[src/rtl/uart_fifo_pkg.sv]
package uart_fifo_pkg;

  // Control byte field positions that neighbouring logic decodes
  localparam int CFG_EN_BIT    = 0;
  localparam int CFG_RXCLR_BIT = 1;
  localparam int CFG_TXCLR_BIT = 2;
  localparam int CFG_MODE_BIT  = 3;

  typedef enum logic [1:0] {
    TRIG_ONE      = 2'b00,
    TRIG_FOUR     = 2'b01,
    TRIG_EIGHT    = 2'b10,
    TRIG_FOURTEEN = 2'b11
  } rx_trig_e;

  function automatic int unsigned trig_depth(rx_trig_e sel);
    case (sel)
      TRIG_ONE:   return 1;
      TRIG_FOUR:  return 4;
      TRIG_EIGHT: return 8;
      default:    return 14;
    endcase
  endfunction

endpackage

[src/rtl/uart_byte_fifo.sv]
module uart_byte_fifo #(
  parameter  int DEPTH = 16,
  parameter  int DW    = 8,
  localparam int CW    = $clog2(DEPTH + 1),
  localparam int PW    = (DEPTH > 1) ? $clog2(DEPTH) : 1
) (
  input  logic          clk,
  input  logic          rst_n,
  input  logic          clr,
  input  logic [CW-1:0] cap,
  input  logic          push,
  input  logic [DW-1:0] din,
  input  logic          pop,
  output logic [CW-1:0] count,
  output logic [DW-1:0] q
);

  logic [DW-1:0] mem [DEPTH];
  logic [PW-1:0] wp_q, wp_d, rp_q, rp_d;
  logic [CW-1:0] cnt_q, cnt_d;
  logic [DW-1:0] q_q, q_d;
  logic          do_push, do_pop;

  function automatic logic [PW-1:0] ptr_inc(logic [PW-1:0] p);
    return (p == PW'(DEPTH - 1)) ? '0 : p + 1'b1;
  endfunction

  assign do_push = push && !clr && (cnt_q < cap);
  assign do_pop  = pop && !clr && (cnt_q != '0);

  always_comb begin
    wp_d  = wp_q;
    rp_d  = rp_q;
    cnt_d = cnt_q;
    q_d   = q_q;
    if (clr) begin
      wp_d  = '0;
      rp_d  = '0;
      cnt_d = '0;
    end else begin
      if (do_push) wp_d = ptr_inc(wp_q);
      if (do_pop) begin
        rp_d = ptr_inc(rp_q);
        q_d  = mem[rp_q];
      end
      cnt_d = cnt_q + CW'(do_push) - CW'(do_pop);
    end
  end

  always_ff @(posedge clk or negedge rst_n) begin
    if (!rst_n) begin
      wp_q  <= '0;
      rp_q  <= '0;
      cnt_q <= '0;
      q_q   <= '0;
    end else begin
      wp_q  <= wp_d;
      rp_q  <= rp_d;
      cnt_q <= cnt_d;
      q_q   <= q_d;
    end
  end

  always_ff @(posedge clk) begin
    if (do_push) mem[wp_q] <= din;
  end

  assign count = cnt_q;
  assign q     = q_q;

endmodule

[src/rtl/uart_dma_rdy.sv]
module uart_dma_rdy #(
  parameter  int DEPTH = 16,
  localparam int CW    = $clog2(DEPTH + 1)
) (
  input  logic          clk,
  input  logic          rst_n,
  input  logic          fifo_en,
  input  logic          dma_mode,
  input  logic [CW-1:0] trig,
  input  logic [CW-1:0] tx_count,
  input  logic [CW-1:0] rx_count,
  input  logic          rx_timeout,
  output logic          txrdy_n,
  output logic          rxrdy_n
);

  localparam logic [CW-1:0] FULL = CW'(DEPTH);

  logic lvl_mode, rx_has, rx_hit;
  logic arm_q, arm_d;

  assign lvl_mode = fifo_en && dma_mode;
  assign rx_has   = (rx_count != '0);
  assign rx_hit   = (rx_count >= trig);

  // Latch a receive request once trigger or timeout is seen; drop on empty
  always_comb begin
    arm_d = rx_has && (arm_q || rx_hit || rx_timeout);
  end

  always_ff @(posedge clk or negedge rst_n) begin
    if (!rst_n) arm_q <= 1'b0;
    else        arm_q <= arm_d;
  end

  always_comb begin
    if (lvl_mode) begin
      txrdy_n = (tx_count == FULL);
      rxrdy_n = !(rx_has && (arm_q || rx_hit));
    end else begin
      txrdy_n = (tx_count != '0);
      rxrdy_n = !rx_has;
    end
  end

endmodule

[src/rtl/uart_fifo_ctrl.sv]
module uart_fifo_ctrl
  import uart_fifo_pkg::*;
#(
  parameter  int DEPTH = 16,
  localparam int CW    = $clog2(DEPTH + 1)
) (
  input  logic          clk,
  input  logic          rst_n,
  input  logic          cfg_we,
  input  logic [7:0]    cfg_wdata,
  output logic [7:0]    cfg_q,
  input  logic          tx_push,
  input  logic [7:0]    tx_data,
  input  logic          tx_pop,
  output logic [7:0]    tx_q,
  output logic [CW-1:0] tx_count,
  input  logic          rx_push,
  input  logic [7:0]    rx_data,
  input  logic          rx_pop,
  output logic [7:0]    rx_q,
  output logic [CW-1:0] rx_count,
  output logic          rx_overrun,
  input  logic          rx_timeout,
  output logic          txrdy_n,
  output logic          rxrdy_n,
  input  logic          irq_pend,
  output logic [1:0]    iir_fifo_bits,
  output logic          iir_nopend
);

  logic          en_q, en_d, mode_q, mode_d;
  rx_trig_e      trig_q, trig_d;
  logic          en_chg, rx_clr, tx_clr;
  logic [CW-1:0] cap, trig_cnt;
  logic          ovr_q, ovr_d;

  assign en_chg = cfg_we && (cfg_wdata[CFG_EN_BIT] != en_q);
  assign rx_clr = cfg_we && (cfg_wdata[CFG_RXCLR_BIT] || en_chg);
  assign tx_clr = cfg_we && (cfg_wdata[CFG_TXCLR_BIT] || en_chg);
  assign cap    = en_q ? CW'(DEPTH) : CW'(1);

  always_comb begin
    en_d   = en_q;
    mode_d = mode_q;
    trig_d = trig_q;
    if (cfg_we) begin
      en_d   = cfg_wdata[CFG_EN_BIT];
      mode_d = cfg_wdata[CFG_MODE_BIT];
      trig_d = rx_trig_e'(cfg_wdata[7:6]);
    end
    ovr_d = rx_push && !rx_clr && (rx_count >= cap);
  end

  always_ff @(posedge clk or negedge rst_n) begin
    if (!rst_n) begin
      en_q   <= 1'b0;
      mode_q <= 1'b0;
      trig_q <= TRIG_ONE;
      ovr_q  <= 1'b0;
    end else begin
      en_q   <= en_d;
      mode_q <= mode_d;
      trig_q <= trig_d;
      ovr_q  <= ovr_d;
    end
  end

  assign trig_cnt = CW'(trig_depth(trig_q));

  uart_byte_fifo #(.DEPTH(DEPTH), .DW(8)) u_txq (
    .clk(clk), .rst_n(rst_n), .clr(tx_clr), .cap(cap),
    .push(tx_push), .din(tx_data), .pop(tx_pop),
    .count(tx_count), .q(tx_q)
  );

  uart_byte_fifo #(.DEPTH(DEPTH), .DW(8)) u_rxq (
    .clk(clk), .rst_n(rst_n), .clr(rx_clr), .cap(cap),
    .push(rx_push), .din(rx_data), .pop(rx_pop),
    .count(rx_count), .q(rx_q)
  );

  uart_dma_rdy #(.DEPTH(DEPTH)) u_rdy (
    .clk(clk), .rst_n(rst_n), .fifo_en(en_q), .dma_mode(mode_q),
    .trig(trig_cnt), .tx_count(tx_count), .rx_count(rx_count),
    .rx_timeout(rx_timeout), .txrdy_n(txrdy_n), .rxrdy_n(rxrdy_n)
  );

  assign cfg_q         = {trig_q, 2'b00, mode_q, 2'b00, en_q};
  assign rx_overrun    = ovr_q;
  assign iir_fifo_bits = {en_q, en_q};
  assign iir_nopend    = !irq_pend;

endmodule

[config.mk]
export PLATFORM = sky130hd
export DESIGN_NAME = uart_fifo_ctrl
export DESIGN_NICKNAME = d
export VERILOG_FILES = /design/src/rtl/uart_fifo_pkg.sv /design/src/rtl/uart_byte_fifo.sv /design/src/rtl/uart_dma_rdy.sv /design/src/rtl/uart_fifo_ctrl.sv
export SDC_FILE = /design/constraint.sdc
export NUM_CORES = 1
export LEC_CHECK = 0
export CAP_MARGIN = 20
export CORE_ASPECT_RATIO = 1.5
export CORE_UTILIZATION = 40
export DETAILED_ROUTE_END_ITERATION = 10
export SETUP_SLACK_MARGIN = 0.1
export SLEW_MARGIN = 20
export SYNTH_ARGS = -nofsm -noshare
export SYNTH_HDL_FRONTEND = slang
export SYNTH_HIERARCHICAL = 1
export SYNTH_SLANG_ARGS = --single-unit
[constraint.sdc]
create_clock -name clk -period 4 [get_ports clk]
set_input_delay 0.4 -clock clk [delete_from_list [all_inputs] [get_ports clk]]
set_output_delay 0.4 -clock clk [all_outputs]
set_load 0.02 [all_outputs]
; ---- Yosys cells after proc, flatten, opt, wreduce, memory -nomap -nowiden
; Memories as Yosys holds them, arrays and structs flattened. A register that Yosys moved wholly into a read port is not among the register bits.
; Index checks and enable logic that the tools add are counted.
; Widths: inputs -> output; s select.
[totals]
register_bits = 32
ram_bits = 256
in_bits = 33
output_inout_bits = 40
elab_cells = 92
memories = 2
[mem_list]
columns = name, words, width, read_ports, rd_ports_with_merged_regs, wr, line
row1 = u_rxq.mem, 16, 8, 1, 1, 1, uart_byte_fifo.sv:18  ; logic [DW-1:0] mem [DEPTH];
row2 = u_txq.mem, 16, 8, 1, 1, 1, uart_byte_fifo.sv:18
[op_classes]
addsub = 8
n_lt_le_gt_ge = 4
n_eq_ne = 8
mux = 22
bitwise_logic = 2
reduce_logical = 35
[ops]
columns = operator, count
row1 = $mux 4, 12
row2 = $add 4x1->4 const B, 4
row3 = $eq 4x4->1 const B, 4
row4 = $logic_and 1x1->1, 15
row5 = $mux 5, 3
row6 = $pmux 4 s3, 1
row7 = $add 5x1->5, 2
row8 = $lt 5x5->1, 2
row9 = $reduce_bool 5->1, 2
row10 = $sub 5x1->5, 2
row11 = $reduce_bool 2->1, 4
row12 = $logic_not 1->1, 7
row13 = $mux 1, 6
row14 = $eq 5x5->1 const B, 1
row15 = $ge 5x4->1, 1
row16 = $ge 5x5->1, 1
row17 = $logic_or 1x1->1, 4
row18 = $reduce_and 2->1, 2
row19 = $eq 2x1->1 const B, 1
row20 = $eq 2x2->1 const B, 1
row21 = $logic_not 2->1, 1
row22 = $not 1->1, 2
row23 = $ne 1x1->1, 1

; ---- Depth between registers and ports, before layout
[logic_depth]
word_depth = 10
depth_mapped = 16
depth_no_buf = 15

; ---- Cells and area by module
; Netlist, hierarchy kept.
[by_module_without_submodules]
columns = mod, instances, cells_per_inst, area_each_um2, seq_area_each_um2
row1 = uart_byte_fifo (u_rxq), 1, 375, 6222.2, 4369.2
row2 = uart_byte_fifo (u_txq), 1, 371, 6195.9, 4369.2
row3 = uart_fifo_ctrl, 1, 37, 341.6, 125.1
row4 = uart_dma_rdy, 1, 25, 196.4, 25.0

; ---- Worst setup path before layout
; No wires, ideal clock.
[synth_timing]
kind = flip-flop to flip-flop
start = reg u_txq.cnt_q[3], in the netlist u_txq/count[3]
end = reg u_txq.cnt_q[4], in the netlist u_txq/count[4]
setup_ns = 0.079
arrival_ns = 2.991
required_ns = 3.921
path_slack_ns = 0.931
stages_incl_launch_ff = 17
n_path_buf = 1
synth_period_minus_slack_ns = 3.069
cell_sequence = dfrtp_1 -> inv_1 -> ha_1 -> inv_1 -> o41ai_1 -> nor2_1 -> buf_4 -> ha_1 -> inv_1 -> ha_1 -> inv_1 -> fa_1 -> inv_1 -> a21oi_1 -> nor2_1 -> or3_1 -> a21oi_1
[synth_between]
elab_chain_len = 5
word_cells_on_any_way = 7
cone_classes = add/sub: 2 / order compare: 1 / mux: 1 / reduce/logical: 3
[synth_rtl]
columns = element, line
row1 = from (decl), uart_byte_fifo.sv:20  ; logic [CW-1:0] cnt_q, cnt_d;
row2 = from (signal assigned), uart_byte_fifo.sv:59  ; cnt_q <= cnt_d;
row3 = $lt 5x5->1, uart_byte_fifo.sv:28  ; assign do_push = push && !clr && (cnt_q < cap);
row4 = $logic_and 1x1->1, uart_byte_fifo.sv:28
row5 = $add 5x1->5, uart_byte_fifo.sv:46  ; cnt_d = cnt_q + CW'(do_push) - CW'(do_pop);
row6 = $sub 5x1->5 (*), uart_byte_fifo.sv:46
row7 = $mux 5 (*), uart_byte_fifo.sv:36  ; if (clr) begin
row8 = net u_txq.cnt_d[4], uart_byte_fifo.sv:20
; The timed path passes the listed nets; every way through them passes the cells marked *.
; A chain may end at the register's enable or synchronous reset.

; ---- Worst setup path in the final report
[layout_timing]
start = reg en_q
end = reg u_txq.cnt_q[4], in the netlist u_txq/count[4]
[layout_between]
elab_chain_len = 10
word_cells_on_any_way = 14
cone_classes = add/sub: 2 / order compare: 1 / eq/ne: 1 / mux: 2 / reduce/logical: 8
[layout_rtl]
columns = element, line
row1 = from (decl), uart_fifo_ctrl.sv:31  ; logic en_q, en_d, mode_q, mode_d;
row2 = from (signal assigned), uart_fifo_ctrl.sv:61  ; en_q <= en_d;
row3 = "parallel branches: the longest is 9 deep, another holds $lt 5x5->1", --
row4 = $mux 5 (*), uart_byte_fifo.sv:36
row5 = net u_txq.cnt_d[4], uart_byte_fifo.sv:20
; Mark *: on every way through the listed nets, which the timed path passes.

==> summary.md <==
| Metric | Value |
|---|---|
| Area leader, netlist | edfxtp_1 |
| Top sig layer | met4 |
| Via-to-Cell Ratio | 5.176 |
| Worst setup SP type | flop |
| Core Rows | 80 |
| H-tree depth | 1 |
| RSZ-0062 raised after global routing | no |
| Initial drt markers | 321 |
| Top-Level Pins | 73 |
| Port bufs | 66 |
| Full die area | 0.03313 sq mm |
| Post-layout worst setup margin | 0.8028 ns |
| PwrDens | 593.2 mW/mm^2 |
| Hold Fails Final Rpt | 0 |
| First-pass GRT wire length | 39920 microns |
| Crit. End Element | flop |
| Clock latency at the later pin of the worst-skew pair | 0.56 ns |
| Sw Ratio | 29.61% |
| Critical-path cell list | inv_1 > ha_1 > a2111oi_4 > o21ai_2 > ha_1 > inv_1 > ha_1 > inv_1 > fa_1 > inv_1 > a21oi_1 > nor2_1 > or3_1 > a21oi_1 |
| GRT Util Overall | 15.92% |
| Total Nets Final | 961 |
| Largest net degree at the start of global routing | 26 |
| Main synth FF type | edfxtp_1 |
| Post-route insts no fill | 1321 |
| FF+latch area | 0.008891 sq mm |
| Die Ht | 222.4 microns |
| Post-synthesis async set-or-reset flop share | 15.79% |
| Most frequent cells in the layout | edfxtp_1, clkdlybuf4s50_1, mux2i_1, nor2_1, dfrtp_1 |
| Final Wtd Congestion | 0.7401 |
| Type of the worst min-delay path | in -> async |
| Clock power frac | 29.4% |
| Number of flops mapped to enable cells by yosys | 256 |
| Yosys warning total | 6 |
| CP peak stage delay | 0.49 ns |
| Outcome | finished clean |
| # setup viols final | 0 |
| Setup bufs post-CTS | 0 |
| Sequential Power Share | 45.3% |
| CTS tree | built |
| Post-synth top area share | 59.33% |
| Max-Cap Viols | 0 |
| Reg clk slew, reported paths | 0.06 ns |
| Worst path top cell family by delay | adder cells |
| Int Power | 6.227 mW |
| Pre-CTS setup slack | 0.6569 ns |
| Buf+Inv Stages, Crit Path | 4 |
| Post-route setup TNS | 0 ns |
| Clk sink count | 304 |
| Dpl cells | 1267 |
| CP Class | reg -> reg |
| CP max-delay cell | dfrtp_1 |
| Crit path top cell by count | inv_1 |
| Logic pwr share | 25.3% |
| DR WL met2 | 14680 microns |
| Crit share post-route | 79.93% |
| Most common cell after layout, fill and taps aside | edfxtp_1 |
| Sequential fraction of the synthesis area | 68.60% |
| CTS Root Cell | clkbuf_16 |
| Post-route ant nets | 0 |
| Synth area leaders | edfxtp_1, dfrtp_1, mux2i_1 |
| Core Area | 0.03183 sq mm |
| DRT met1 WL | 9872 microns |
| Critical path arrival | 3.67 ns |
| Maximum clock rate | 312.8 MHz |
| Multi-input logic area | 0.003656 sq mm |
| Die Width | 148.9 microns |
| DRT Pass-1 Iters | 4 |
| Remaining Overflow, GRT | 0 |
| Tmin final | 3.197 ns |
| Vias in the first global route | 7051 |
| Synthesis-stage register bit count | 304 |
| Worst-Margin Slew | 0.7780 ns |
| Mapped Cells | 808 |
| Fin. max-slew vios | 0 |
| Hold-fix buffers, CTS | 1 |
| Synth unique cells | 59 |
| Drt drc | 0 |
| Final WL | 25990 microns |
| Initial Util | 40.70% |
| DR vias | 6837 |
| Net switching power | 2.619 mW |
| Leak | 5.161 nW |
| Initial antenna violation count | 0 |
| Total CTS buffers | 29 |
| Max transition margin | 48.13% |
| # fillers | 2763 |
| Ant. Diodes | 0 |
| Worst-path maximum fanout | 12 |
| Clk buf depth | 3 |
| Detailed Place HPWL | 17730 microns |
| Avg Synthesized Cell Area | 16.03 sq um |
| VDD IR max | 0.3612 mV |
| Met3 WL | 842 microns |
| DR WL/cell | 19.67 microns |
| Resize count post-CTS | 0 |
| Clock skew | 0.02031 ns |
| Share of cells above drive strength 1 | 11.75% |
| Syn Std Cell Area | 0.01296 sq mm |
| CP required | 4.47 ns |
| Area Growth Syn to Fin | 15.09% |
==> sequential cells by signal, summed over array words and instances, names as in the netlist <==
name / count
u_txq/count: 5
u_txq/wp_q: 4
u_rxq/mem: 128
u_rxq/count: 5
mode_q: 1
u_rxq/rp_q: 4
en_q: 1
u_rxq/wp_q: 4
u_txq/mem: 128
u_rxq/q: 8
u_txq/rp_q: 4
u_txq/q: 8
u_rdy/arm_q: 1
rx_overrun: 1
trig_q: 2
==> synthesized netlist by cell type (all sizes together), types with 8 or more instances <==
library cell	number
a21oi	19
a22oi	16
a31oi	20
and2	12
and3	15
buf	36
clkbuf	9
dfrtp	48
edfxtp	256
ha	37
inv	40
mux2i	65
mux4	32
nand2	24
nor2	61
nor2b	8
o21ai	10
o22ai	32
==> routing by layer <==
metal | track usage (%) | up-vias
li1 | - | 3254
met1 | 17.66 | 3438
met2 | 30.92 | 103
met3 | 2.115 | 42
met4 | 4.477 | 0
met5 | 0 | -
==> worst reg2reg max path: cells and delay by family, from the launching register on <==
family,cells,cell delay (ns)
flops,1,0.49
fa+ha+maj,4,1.06
compound gates,4,0.93
simple gates,2,0.41
buf+inv,4,0.24
==> power by group through the flow <==
stage,clock [mW],combinational (mW),sequential [mW]
6_report,2.60,2.24,4.01
4_1_cts,2.66,2.26,4.02
2_1_floorplan,0,1.56,4.05
5_1_grt,2.79,2.44,4.06
3_5_place_dp,0,2.25,4.08
3_3_place_gp,0,2.22,4.08
==> per-stage QoR <==
stage          utilization, %  area (sq um)  hold slack, ns  total power [mW]
2_1_floorplan               -         12990          0.1044             5.612
3_3_place_gp            43.99         14000          0.4472             6.300
3_5_place_dp            43.99         14000          0.4450             6.332
4_1_cts                 46.85         14910          0.4115             8.938
5_1_grt                 46.85         14910          0.4484             9.296
6_report                46.85         14910          0.3997             8.846
==> worst paths after layout <==
path,startpoint,endpoint,slack [ns],cells past startpoint
setup / recovery,en_q,u_txq/count[4],0.80,14
hold / removal,rst_n,u_txq/count[3],0.40,2
setup reg to reg,en_q,u_txq/count[4],0.80,14
hold reg to reg,u_txq/q[6],u_txq/q[6],0.55,2
max in group asynchronous,rst_n,u_rxq/rp_q[0],2.77,3
min in group clk,cfg_wdata[0],en_q,0.47,3
==> kinds of logic after synthesis <==
logic type,after synthesis,share of synthesized area [%]
buffers and inverters,85,3.612
AOI/OAI and AO/OA,116,6.123
DFF,304,68.60
other,1,0.02894
and+or+nand+nor,151,5.823
muxes,102,11.25
adders and majority gates,39,3.882
xor gates and xnor gates,10,0.6760
==> cell type report <==
class                   count  share of cell area [%]
clock buffers              38                   5.295
clock inverters            15                  0.7468
inverters                  40                   1.007
multi-input cells         429                   24.52
flip-flops and latches    304                   59.62
well taps                 410                   3.440
repair buffers             85                   5.370
(Power assumes the default switching activity.)
